<file path="src/rtl/irq_dlv_pkg.sv">
package irq_dlv_pkg;
  // Strobes from the control FSM into the state datapath.
  typedef struct packed {
    logic eoiApply;   // retire the EOI vector this cycle
    logic setLevel;   // record selected pin level high
    logic clrLevel;   // record selected pin level low
    logic rescanClr;  // drop selected pin from re-evaluation set
    logic reqLoad;    // capture selected pin into the request register
    logic reqAccept;  // request handshake completed
  } dlvStrobes_t;
endpackage

</file>
<file path="src/rtl/irq_dlv_datapath.sv">
module irq_dlv_datapath
  import irq_dlv_pkg::*;
#(
  parameter int N         = 24,
  parameter int TIMER_PIN = 8,
  parameter int VEC_W     = 8,
  parameter int DEST_W    = 8,
  localparam int PIN_W    = $clog2(N)
) (
  input  logic                clk,
  input  logic                rst_n,
  input  dlvStrobes_t         st,
  input  logic [PIN_W-1:0]    selPin,
  input  logic [VEC_W-1:0]    eoiVector,
  input  logic [N-1:0]        cfgMask,
  input  logic [N-1:0]        cfgLevelTrig,
  input  logic [N*VEC_W-1:0]  cfgVector,
  input  logic [N*DEST_W-1:0] cfgDest,
  input  logic                cfgWrite,
  input  logic [PIN_W-1:0]    cfgWritePin,
  output logic                selEdgeHigh,
  output logic                selBlocked,
  output logic                rescanAny,
  output logic [PIN_W-1:0]    rescanPin,
  output logic [N-1:0]        remoteIrr,
  output logic                timerHold,
  output logic [N-1:0]        resamplePulse,
  output logic [PIN_W-1:0]    reqPin,
  output logic [VEC_W-1:0]    reqVector,
  output logic [DEST_W-1:0]   reqDest
);
  logic [VEC_W-1:0]  vecArr  [N];
  logic [DEST_W-1:0] destArr [N];
  logic [N-1:0]      eoiHit;
  logic [N-1:0]      levelQ, levelNxt;
  logic [N-1:0]      irrNxt;
  logic [N-1:0]      rescanQ, rescanNxt;
  logic              timerBlock;

  for (genvar g = 0; g < N; g++) begin : g_pin
    assign vecArr[g]  = cfgVector[g*VEC_W +: VEC_W];
    assign destArr[g] = cfgDest[g*DEST_W +: DEST_W];
    assign eoiHit[g]  = (vecArr[g] == eoiVector);
  end

  // Timer coalescing flag exists only when the timer pin is in range.
  if (TIMER_PIN < N) begin : g_timer
    logic holdQ;
    always_ff @(posedge clk) begin
      if (!rst_n) holdQ <= 1'b0;
      else if (st.eoiApply && eoiHit[TIMER_PIN]) holdQ <= 1'b0;
      else if (st.reqAccept && reqPin == PIN_W'(TIMER_PIN) && !cfgLevelTrig[TIMER_PIN])
        holdQ <= 1'b1;
    end
    assign timerHold  = holdQ;
    assign timerBlock = holdQ && (selPin == PIN_W'(TIMER_PIN));
  end else begin : g_no_timer
    assign timerHold  = 1'b0;
    assign timerBlock = 1'b0;
  end

  // Evaluation of the selected pin.
  assign selEdgeHigh = !cfgLevelTrig[selPin] && levelQ[selPin];
  assign selBlocked  = cfgMask[selPin] || (cfgLevelTrig[selPin] && remoteIrr[selPin]) ||
                       timerBlock;

  // Lowest pending re-evaluation wins.
  always_comb begin
    rescanAny = 1'b0;
    rescanPin = '0;
    for (int i = N - 1; i >= 0; i--) begin
      if (rescanQ[i]) begin
        rescanAny = 1'b1;
        rescanPin = PIN_W'(i);
      end
    end
  end

  always_comb begin
    levelNxt = levelQ;
    if (st.setLevel) levelNxt[selPin] = 1'b1;
    if (st.clrLevel) levelNxt[selPin] = 1'b0;

    irrNxt = remoteIrr;
    if (st.eoiApply) irrNxt = irrNxt & ~(eoiHit & cfgLevelTrig);
    if (st.reqAccept && cfgLevelTrig[reqPin]) irrNxt[reqPin] = 1'b1;
    if (cfgWrite && !cfgLevelTrig[cfgWritePin]) irrNxt[cfgWritePin] = 1'b0;

    rescanNxt = rescanQ;
    if (st.rescanClr) rescanNxt[selPin] = 1'b0;
    if (st.eoiApply) rescanNxt = rescanNxt | levelQ;
    if (cfgWrite && cfgLevelTrig[cfgWritePin] && !cfgMask[cfgWritePin] &&
        levelQ[cfgWritePin])
      rescanNxt[cfgWritePin] = 1'b1;
  end

  always_ff @(posedge clk) begin
    if (!rst_n) begin
      levelQ        <= '0;
      remoteIrr     <= '0;
      rescanQ       <= '0;
      resamplePulse <= '0;
      reqPin        <= '0;
      reqVector     <= '0;
      reqDest       <= '0;
    end else begin
      levelQ        <= levelNxt;
      remoteIrr     <= irrNxt;
      rescanQ       <= rescanNxt;
      resamplePulse <= st.eoiApply ? (eoiHit & cfgLevelTrig) : '0;
      if (st.reqLoad) begin
        reqPin    <= selPin;
        reqVector <= vecArr[selPin];
        reqDest   <= destArr[selPin];
      end
    end
  end
endmodule

</file>
<file path="src/rtl/irq_dlv_control.sv">
module irq_dlv_control
  import irq_dlv_pkg::*;
#(
  parameter int N      = 24,
  localparam int PIN_W = $clog2(N)
) (
  input  logic             clk,
  input  logic             rst_n,
  input  logic             eoiValid,
  output logic             eoiReady,
  input  logic             lineValid,
  input  logic [PIN_W-1:0] linePin,
  input  logic             lineLevel,
  output logic             lineReady,
  input  logic             rescanAny,
  input  logic [PIN_W-1:0] rescanPin,
  input  logic             selEdgeHigh,
  input  logic             selBlocked,
  input  logic             reqReady,
  output logic             reqValid,
  output dlvStrobes_t      st,
  output logic [PIN_W-1:0] selPin,
  output logic             statValid,
  output logic             statInjected
);
  typedef enum logic {S_IDLE, S_SEND} ctlState_t;
  ctlState_t stateQ, stateNxt;
  logic srcLineQ, srcLineNxt;
  logic statSet, statInj;

  always_comb begin
    st         = '0;
    stateNxt   = stateQ;
    srcLineNxt = srcLineQ;
    selPin     = linePin;
    eoiReady   = 1'b0;
    lineReady  = 1'b0;
    statSet    = 1'b0;
    statInj    = 1'b0;
    unique case (stateQ)
      S_IDLE: begin
        if (eoiValid) begin
          eoiReady    = 1'b1;
          st.eoiApply = 1'b1;
        end else if (lineValid) begin
          lineReady = 1'b1;
          if (!lineLevel) begin
            st.clrLevel = 1'b1;
          end else if (selEdgeHigh) begin
            statSet = 1'b1;
          end else begin
            st.setLevel = 1'b1;
            if (selBlocked) begin
              statSet = 1'b1;
            end else begin
              st.reqLoad = 1'b1;
              srcLineNxt = 1'b1;
              stateNxt   = S_SEND;
            end
          end
        end else if (rescanAny) begin
          selPin       = rescanPin;
          st.rescanClr = 1'b1;
          if (!selEdgeHigh && !selBlocked) begin
            st.setLevel = 1'b1;
            st.reqLoad  = 1'b1;
            srcLineNxt  = 1'b0;
            stateNxt    = S_SEND;
          end
        end
      end
      S_SEND: begin
        if (reqReady) begin
          st.reqAccept = 1'b1;
          stateNxt     = S_IDLE;
          if (srcLineQ) begin
            statSet = 1'b1;
            statInj = 1'b1;
          end
        end
      end
      default: stateNxt = S_IDLE;
    endcase
  end

  assign reqValid = (stateQ == S_SEND);

  always_ff @(posedge clk) begin
    if (!rst_n) begin
      stateQ       <= S_IDLE;
      srcLineQ     <= 1'b0;
      statValid    <= 1'b0;
      statInjected <= 1'b0;
    end else begin
      stateQ       <= stateNxt;
      srcLineQ     <= srcLineNxt;
      statValid    <= statSet;
      statInjected <= statInj;
    end
  end
endmodule

</file>
<file path="src/rtl/irq_dlv_engine.sv">
module irq_dlv_engine
  import irq_dlv_pkg::*;
#(
  parameter int N         = 24,
  parameter int TIMER_PIN = 8,
  parameter int VEC_W     = 8,
  parameter int DEST_W    = 8,
  localparam int PIN_W    = $clog2(N)
) (
  input  logic                clk,
  input  logic                rst_n,
  input  logic                lineValid,
  input  logic [PIN_W-1:0]    linePin,
  input  logic                lineLevel,
  output logic                lineReady,
  input  logic                eoiValid,
  input  logic [VEC_W-1:0]    eoiVector,
  output logic                eoiReady,
  input  logic [N-1:0]        cfgMask,
  input  logic [N-1:0]        cfgLevelTrig,
  input  logic [N*VEC_W-1:0]  cfgVector,
  input  logic [N*DEST_W-1:0] cfgDest,
  input  logic                cfgWrite,
  input  logic [PIN_W-1:0]    cfgWritePin,
  output logic                reqValid,
  input  logic                reqReady,
  output logic [PIN_W-1:0]    reqPin,
  output logic [VEC_W-1:0]    reqVector,
  output logic [DEST_W-1:0]   reqDest,
  output logic                statValid,
  output logic                statInjected,
  output logic [N-1:0]        resamplePulse,
  output logic [N-1:0]        remoteIrr,
  output logic                timerHold
);
  dlvStrobes_t      st;
  logic [PIN_W-1:0] selPin, rescanPin;
  logic             selEdgeHigh, selBlocked, rescanAny;

  irq_dlv_control #(.N(N)) ctl_i (
    .clk(clk), .rst_n(rst_n),
    .eoiValid(eoiValid), .eoiReady(eoiReady),
    .lineValid(lineValid), .linePin(linePin), .lineLevel(lineLevel), .lineReady(lineReady),
    .rescanAny(rescanAny), .rescanPin(rescanPin),
    .selEdgeHigh(selEdgeHigh), .selBlocked(selBlocked),
    .reqReady(reqReady), .reqValid(reqValid),
    .st(st), .selPin(selPin),
    .statValid(statValid), .statInjected(statInjected)
  );

  irq_dlv_datapath #(.N(N), .TIMER_PIN(TIMER_PIN), .VEC_W(VEC_W), .DEST_W(DEST_W)) dp_i (
    .clk(clk), .rst_n(rst_n), .st(st), .selPin(selPin), .eoiVector(eoiVector),
    .cfgMask(cfgMask), .cfgLevelTrig(cfgLevelTrig), .cfgVector(cfgVector), .cfgDest(cfgDest),
    .cfgWrite(cfgWrite), .cfgWritePin(cfgWritePin),
    .selEdgeHigh(selEdgeHigh), .selBlocked(selBlocked),
    .rescanAny(rescanAny), .rescanPin(rescanPin),
    .remoteIrr(remoteIrr), .timerHold(timerHold), .resamplePulse(resamplePulse),
    .reqPin(reqPin), .reqVector(reqVector), .reqDest(reqDest)
  );
endmodule

</file>
<file path="config.mk">
export PLATFORM = sky130hd
export DESIGN_NAME = irq_dlv_engine
export DESIGN_NICKNAME = d
export VERILOG_FILES = /design/src/rtl/irq_dlv_pkg.sv /design/src/rtl/irq_dlv_datapath.sv /design/src/rtl/irq_dlv_control.sv /design/src/rtl/irq_dlv_engine.sv
export SDC_FILE = /design/constraint.sdc
export NUM_CORES = 1
export LEC_CHECK = 0
export ABC_AREA = 0
export BUFFER_PORTS_ARGS = -buffer_cell sky130_fd_sc_hd__buf_2
export CAP_MARGIN = 20
export CORE_AREA = 2 2 205 207
export CTS_CLUSTER_DIAMETER = 30
export DETAILED_ROUTE_END_ITERATION = 6
export DIE_AREA = 0 0 207 209
export PLACE_DENSITY_LB_ADDON = 0.08
export REMOVE_ABC_BUFFERS = 1
export SYNTH_ARGS = -nofsm -noshare
export SYNTH_HDL_FRONTEND = slang
export SYNTH_SLANG_ARGS = --single-unit
</file>
<file path="constraint.sdc">
create_clock -name clk -period 4.8 [get_ports clk]
set_clock_uncertainty 0.1 [all_clocks]
set_input_delay 0.96 -clock clk [delete_from_list [all_inputs] [get_ports clk]]
set_output_delay 0.96 -clock clk [all_outputs]
set_load 0.02 [all_outputs]
</file>
Yosys cells after proc, flatten, opt, wreduce, memory -nomap -nowiden
Cells that the tools add are included.
{"block": "op_classes", "n_lt_le_gt_ge": 7, "n_eq_ne": 29, "n_bitwise": 16, "n_reduce_logical": 29, "mux": 128}
{"op": "8-bit == test", "n": 24}
{"op": "24-bit 2-to-1 mux", "n": 8}
{"op": "5-bit 2-to-1 mux", "n": 29}
{"op": "24-bit AND", "n": 5}
{"op": "24-bit bitwise OR", "n": 4}
{"op": "8-bit binary-select mux with 5-bit select", "n": 2}
{"op": "24-bit NOT", "n": 3}
{"op": "1-bit 2-to-1 mux", "n": 70}
{"op": "1-bit binary-select mux with 5-bit select", "n": 8}
{"op": "8-bit 2-to-1 mux", "n": 4}
{"op": "5-bit by 6-bit < comparator with 1-bit output, second input constant", "n": 3}
{"op": "1-bit demux with 5-bit select", "n": 3}
{"op": "5-bit by 1-bit >= comparator with 1-bit output, second input constant", "n": 3}
{"op": "1-bit logical AND", "n": 15}
{"op": "5-bit by 4-bit == test with 1-bit output, second input constant", "n": 2}
{"op": "7-bit AND reduction", "n": 1}
{"op": "6-bit >= comparator, second input constant", "n": 1}
{"op": "1-bit logical NOT", "n": 6}
{"op": "5-bit NOT with 6-bit output", "n": 1}
{"op": "4-bit 2-to-1 mux", "n": 1}
{"op": "2-bit inequality test, second input constant", "n": 2}
{"op": "1-bit one-hot mux with 2 select lines", "n": 2}
{"op": "2-bit AND reduction", "n": 2}
{"op": "2-bit nonzero test", "n": 2}
{"op": "other kinds (5)", "n": 8}
{"block": "word_totals", "in_bits": 457, "ff_bits": 122}

Logic depth before layout (Yosys ltp)
{"block": "depth", "depth_word": 45, "depth_mapped": 17, "mapped_depth_nobuf": 11}

Modules after synthesis
Synthesis repeated with hierarchy kept, for this count alone.
{"block": "unflattened", "cells_unflattened": 1295, "hier_area_um2": 12041.5}
{"mod": "irq_dlv_datapath", "seq_area_each_um2": 2362.3, "n_inst": 1, "cells_per_inst": 1264, "area_per_inst_um2": 11758.8}
{"mod": "irq_dlv_control", "seq_area_each_um2": 80.1, "n_inst": 1, "cells_per_inst": 31, "area_per_inst_um2": 282.8}

Least setup slack after synthesis
Ideal clock, no wire load.
{"block": "synth_path", "path_kind": "input-to-reg", "start": "input lineValid", "end": "register ctl_i.srcLineQ", "setup_time_ns": 0.119, "path_slack_ns": 0.821, "path_stages": 13, "path_buffers": 3, "required_time_ns": 4.581, "arrival_ns": 3.761, "cell_sequence": "nor3_1 > o21ai_2 > a2111oi_0 > clkbuf_1 > o21ai_0 > nand4_1 > o2111ai_1 > a211oi_1 > and2_1 > buf_2 > buf_2 > nor4_1 > o221a_1"}
{"block": "synth_between", "elab_chain_cells": 12, "word_cells_on_any_way": 28, "cone_classes": "eq/ne (4); mux (12); reduce/logical (12)"}
{"item": "start: declaration", "line": "irq_dlv_engine.sv:12", "text": "input logic lineValid,"}
{"item": "5-bit 2-to-1 mux", "line": "irq_dlv_control.sv:45", "text": "end else if (lineValid) begin"}
{"item": "5-bit 2-to-1 mux", "line": "irq_dlv_control.sv:42", "text": "if (eoiValid) begin"}
{"item": "5-bit 2-to-1 mux", "line": "irq_dlv_control.sv:40", "text": "unique case (stateQ)"}
{"item": "1-bit binary-select mux with 5-bit select (on tied branches)", "line": "irq_dlv_datapath.sv:63, irq_dlv_datapath.sv:64"}
{"item": "1-bit 2-to-1 mux (on tied branches)", "line": "irq_dlv_datapath.sv:63, irq_dlv_datapath.sv:64"}
{"item": "1-bit logical AND", "line": "irq_dlv_datapath.sv:64", "text": "assign selBlocked = cfgMask[selPin] || (cfgLevelTrig[selPin] && remoteIrr[selPin]) ||"}
{"item": "1-bit logical OR (2 in series)", "line": "irq_dlv_datapath.sv:64"}
{"item": "1-bit logical NOT", "line": "irq_dlv_control.sv:64", "text": "if (!selEdgeHigh && !selBlocked) begin"}
{"item": "1-bit logical AND", "line": "irq_dlv_control.sv:64"}
{"item": "2-bit nonzero test (no source line)"}
{"item": "7-bit AND reduction (no source line)"}
{"item": "end signal: assignment", "line": "irq_dlv_control.sv:96", "text": "srcLineQ <= srcLineNxt;"}
{"item": "end: declaration", "line": "irq_dlv_control.sv:28", "text": "logic srcLineQ, srcLineNxt;"}
Parallel ways exist; a longest one is shown, timed or not. The select of a mux whose other input is x is not followed.
A chain may end at the register's enable or synchronous reset.

Worst setup path after layout
{"block": "layout_path", "start": "register dp_i.rescanQ[3]", "end": "register dp_i.reqVector[2]"}
{"block": "layout_between", "elab_chain_cells": 20, "word_cells_on_any_way": 42, "cone_classes": "eq/ne (1); mux (31); bitwise (1); reduce/logical (9)"}
{"item": "start: declaration", "line": "irq_dlv_datapath.sv:37", "text": "logic [N-1:0] rescanQ, rescanNxt;"}
{"item": "start signal: assignment", "line": "irq_dlv_datapath.sv:109", "text": "rescanQ <= rescanNxt;"}
{"item": "5-bit 2-to-1 mux / 1-bit 2-to-1 mux (equally long branches) (4 in series)", "line": "irq_dlv_datapath.sv:72", "text": "if (rescanQ[i]) begin"}
{"item": "5-bit 2-to-1 mux", "line": "irq_dlv_control.sv:61", "text": "end else if (rescanAny) begin"}
{"item": "5-bit 2-to-1 mux", "line": "irq_dlv_control.sv:45"}
{"item": "5-bit 2-to-1 mux", "line": "irq_dlv_control.sv:42"}
{"item": "5-bit 2-to-1 mux", "line": "irq_dlv_control.sv:40"}
{"item": "1-bit binary-select mux with 5-bit select (on tied branches)", "line": "irq_dlv_datapath.sv:63, irq_dlv_datapath.sv:64"}
{"item": "1-bit 2-to-1 mux (on tied branches)", "line": "irq_dlv_datapath.sv:63, irq_dlv_datapath.sv:64"}
{"item": "1-bit logical AND", "line": "irq_dlv_datapath.sv:64"}
{"item": "1-bit logical OR (2 in series)", "line": "irq_dlv_datapath.sv:64"}
{"item": "1-bit logical NOT", "line": "irq_dlv_control.sv:64"}
{"item": "1-bit logical AND", "line": "irq_dlv_control.sv:64"}
{"item": "1-bit 2-to-1 mux", "line": "irq_dlv_control.sv:64"}
{"item": "2-bit 2-to-1 mux", "line": "irq_dlv_control.sv:61"}
{"item": "1-bit 2-to-1 mux", "line": "irq_dlv_control.sv:45"}
{"item": "4-bit 2-to-1 mux", "line": "irq_dlv_control.sv:42"}
{"item": "5-bit 2-to-1 mux", "line": "irq_dlv_control.sv:40"}
{"item": "end signal: assignment", "line": "irq_dlv_datapath.sv:113", "text": "reqVector <= vecArr[selPin];"}
{"item": "end: declaration", "line": "irq_dlv_datapath.sv:29", "text": "output logic [VEC_W-1:0] reqVector,"}
Parallel ways exist; a longest one is shown, timed or not. The select of a mux whose other input is x is not followed.

==> run_results.csv <==
group,metric,value,unit
setup_path,endpoint_kind,"flop",
setup_path,r2r_slack,0.11,ns
placed_design,pre_cts_ws,0.125,ns
drt,vias,16839,
final_layout,synthToLayoutAreaGrowth,31.4,%
grt,first_global_vias,16497,
clock_network,htree_levels,4,
sta,maxSlewViolCount,0,
grt,top_usage_layer,"met2",
sta,fin_ws,0.114,ns
status,violations,"design-rule violations",
placed_design,io_buffers,531,
grt,antenna_found_initial,24,
hold_path,hp-class,"reg2reg",
sta,period_needed,4.69,ns
grt,grt_use_met3,0.0573,
final_layout,fillerInstances,4395,
power,sw_frac_of_total,0.369,
placed_design,hpwlAfterDp,67.9,mm
synth,synth_compound_area_frac,0.260,
grt,grt_max_degree,82,
synth,synth_area_per_cell,7.79,sq um
sta,rsz0062_at_grt,"false",
power,peakVddDrop,226,uV
clock_network,postCtsSetupBuffers,0,
drt,postRouteAntennaNets,0,
final_layout,layout_common_cells,"buf_2, nand2_1, a21oi_1",
final_layout,layout_commonest_cell,"buf_2",
floorplanning,die_w,207,um
floorplanning,core_area,41300,sq um
final_layout,multi_input_area,10200,sq um
sta,finalSetupTns,0,ns
sta,fin_hold_ws,0.363,ns
sta,hold_viol,0,
power,cellLeakagePower,7.32,nW
synth,synth.top_cell.area_share,0.184,
setup_path,cp-start-kind,"flop",
synth,yosys.area.top_type,"dfxtp_1",
synth,synth_area,13300,sq um
floorplanning,start_util,0.321,
grt,met2_usage,0.604,
sta,setup_viol,0,
power,clockPowerShare,0.358,
sta,period_share,0.976,
synth,ys_seq_elements,122,
synth,synth_top_family_by_area,"compound AO/OA/AOI/OAI gates",
clock_network,root_buffer,"clkbuf_16",
sta,worst_pin_slew,1.06,ns
drt,vias_per_cell,6.08,
synth,synthAdderAreaFrac,0,
setup_path,cp.arrival,4.90,ns
clock_network,clk_latency,0.44,ns
floorplanning,die_h,209,um
synth,synth-xor-area-share,0.127,
clock_network,cts.sinks,122,
final_layout,nNetsFinal,2654,
synth,yosysSeqAreaShare,0.184,
synth,synthArstFlopShare,0,
placed_design,dpl_cell_area,16800,sq um
floorplanning,rows,75,
synth,muxShareOfSynthArea,0.178,
grt,grtUsageMet1,0.489,
synth,syn-instance-count,1705,
sta,fmax,213,MHz
power,powerDensity,218,nW/um^2
final_layout,fin_area,17400,sq um
placed_design,dp_cells,2716,
grt,globalRouteOverflowTotal,0,
power,pwr-share-seq,0.276,
synth,synthSimpleGateAreaFrac,0.195,
setup_path,cp.required,5.02,ns
drt,wl_per_cell,30.1,um
final_layout,final_cells,2770,
clock_network,clkTransAtPathRegs,0.07,ns
clock_network,clock_path_buffers,2,
floorplanning,io_pins,532,
status,outcome,"finished, violations left",
drt,drtIter0Drc,1744,
drt,wl,83.3,mm
synth,synth_edf_count,0,
synth,ys_types,87,
clock_network,cts_tree,"yes",
clock_network,cts_buffers,17,
setup_path,crit_fanout,10,
setup_path,path_class,"reg2reg",
job,drv_cap,0,
synth,synth_flop_cell,"dfxtp_1",
synth,synth_area_leaders,"dfxtp_1, mux2i_1, xnor2_1",
sta,slew_headroom,0.289,
drt,firstDrtPassIters,7,
synth,ys_warn_count,0,
power,p_switching,1.40,mW
final_layout,drive_gt1_frac,0.350,
grt,grt_usage,0.371,
final_layout,ff_latch_area,2440,sq um
placed_design,gp_congestion,1.04,
power,power_frac_comb,0.366,
floorplanning,die_area,43300,sq um
drt,drc,1,
grt,grt_pass1_wl,118,mm
power,internal-power,2.40,mW
-- critical path: stages (launching register included) --
cell and delay [ns]:
dfxtp_1 0.36, or4_1 0.70, nor4_4 0.47, a21oi_4 0.17, o211ai_1 0.40, nand2_1 0.35, buf_4 0.29, nand2_1 0.37
o221ai_1 0.22, a211o_1 0.28, nor4_1 0.55, buf_4 0.22, a311oi_1 0.08
-- metal layers --
layer	up-vias	wire, um
li1	7455	-
met1	8363	34500
met2	867	39100
met3	148	6310
met4	6	3280
met5	-	39
-- layout make-up --
class                      instances  area share
antenna                           21     0.00301
clock buffer                      21      0.0270
clock inverter                    11     0.00775
inverter                          17     0.00366
multi-input combinational       1417       0.582
sequential                       122       0.140
tap                              539      0.0387
timing repair buffer             622       0.198
-- Yosys cell counts (33+ instances only) --
library cell	n
a21oi_1	157
buf_2	34
clkbuf_1	89
dfxtp_1	122
mux2i_1	110
mux4_2	41
nand2_1	209
nand3_1	33
nand4_1	61
nor2_1	102
nor4_1	47
o21ai_0	93
o22ai_1	34
xnor2_1	125
xor2_1	67
-- through the flow --
step	power [mW]	utilization
after global routing	3.92	0.422
final	3.80	0.422
after detailed placement	2.43	0.406
after floorplan	1.74	-
after CTS	3.78	0.421
after global placement	2.43	0.406
-- power by group through the flow --
stage	combinational, mW	sequential, mW	clock [mW]
after detailed placement	1.36	1.07	0
after floorplan	0.666	1.08	0
final	1.39	1.05	1.36
after global routing	1.46	1.05	1.41
after global placement	1.36	1.07	0
after CTS	1.36	1.05	1.37
-- repair_timing --
item | 4_1_cts | 5_1_grt
endpoints found under the setup margin | 0 | 9
hold buffers | 0 | 0
resized for setup | 0 | 1
-- logic make-up after synthesis --
logic type / after synthesis
muxes: 181
DFF: 122
buffers and inverters: 166
and+or+nand+nor: 532
xor gates and xnor gates: 192
AOI/OAI and AO/OA: 512
-- worst paths after layout --
check                    start           endpoint  cells past startpoint
max            dp_i.rescanQ[3]  dp_i.reqVector[2]                     12
max reg2reg    dp_i.rescanQ[3]  dp_i.reqVector[2]                     12
min          dp_i.reqVector[7]  dp_i.reqVector[7]                      2
min reg2reg  dp_i.reqVector[7]  dp_i.reqVector[7]                      2
No activity file was read; power rests on OpenSTA's default activity.
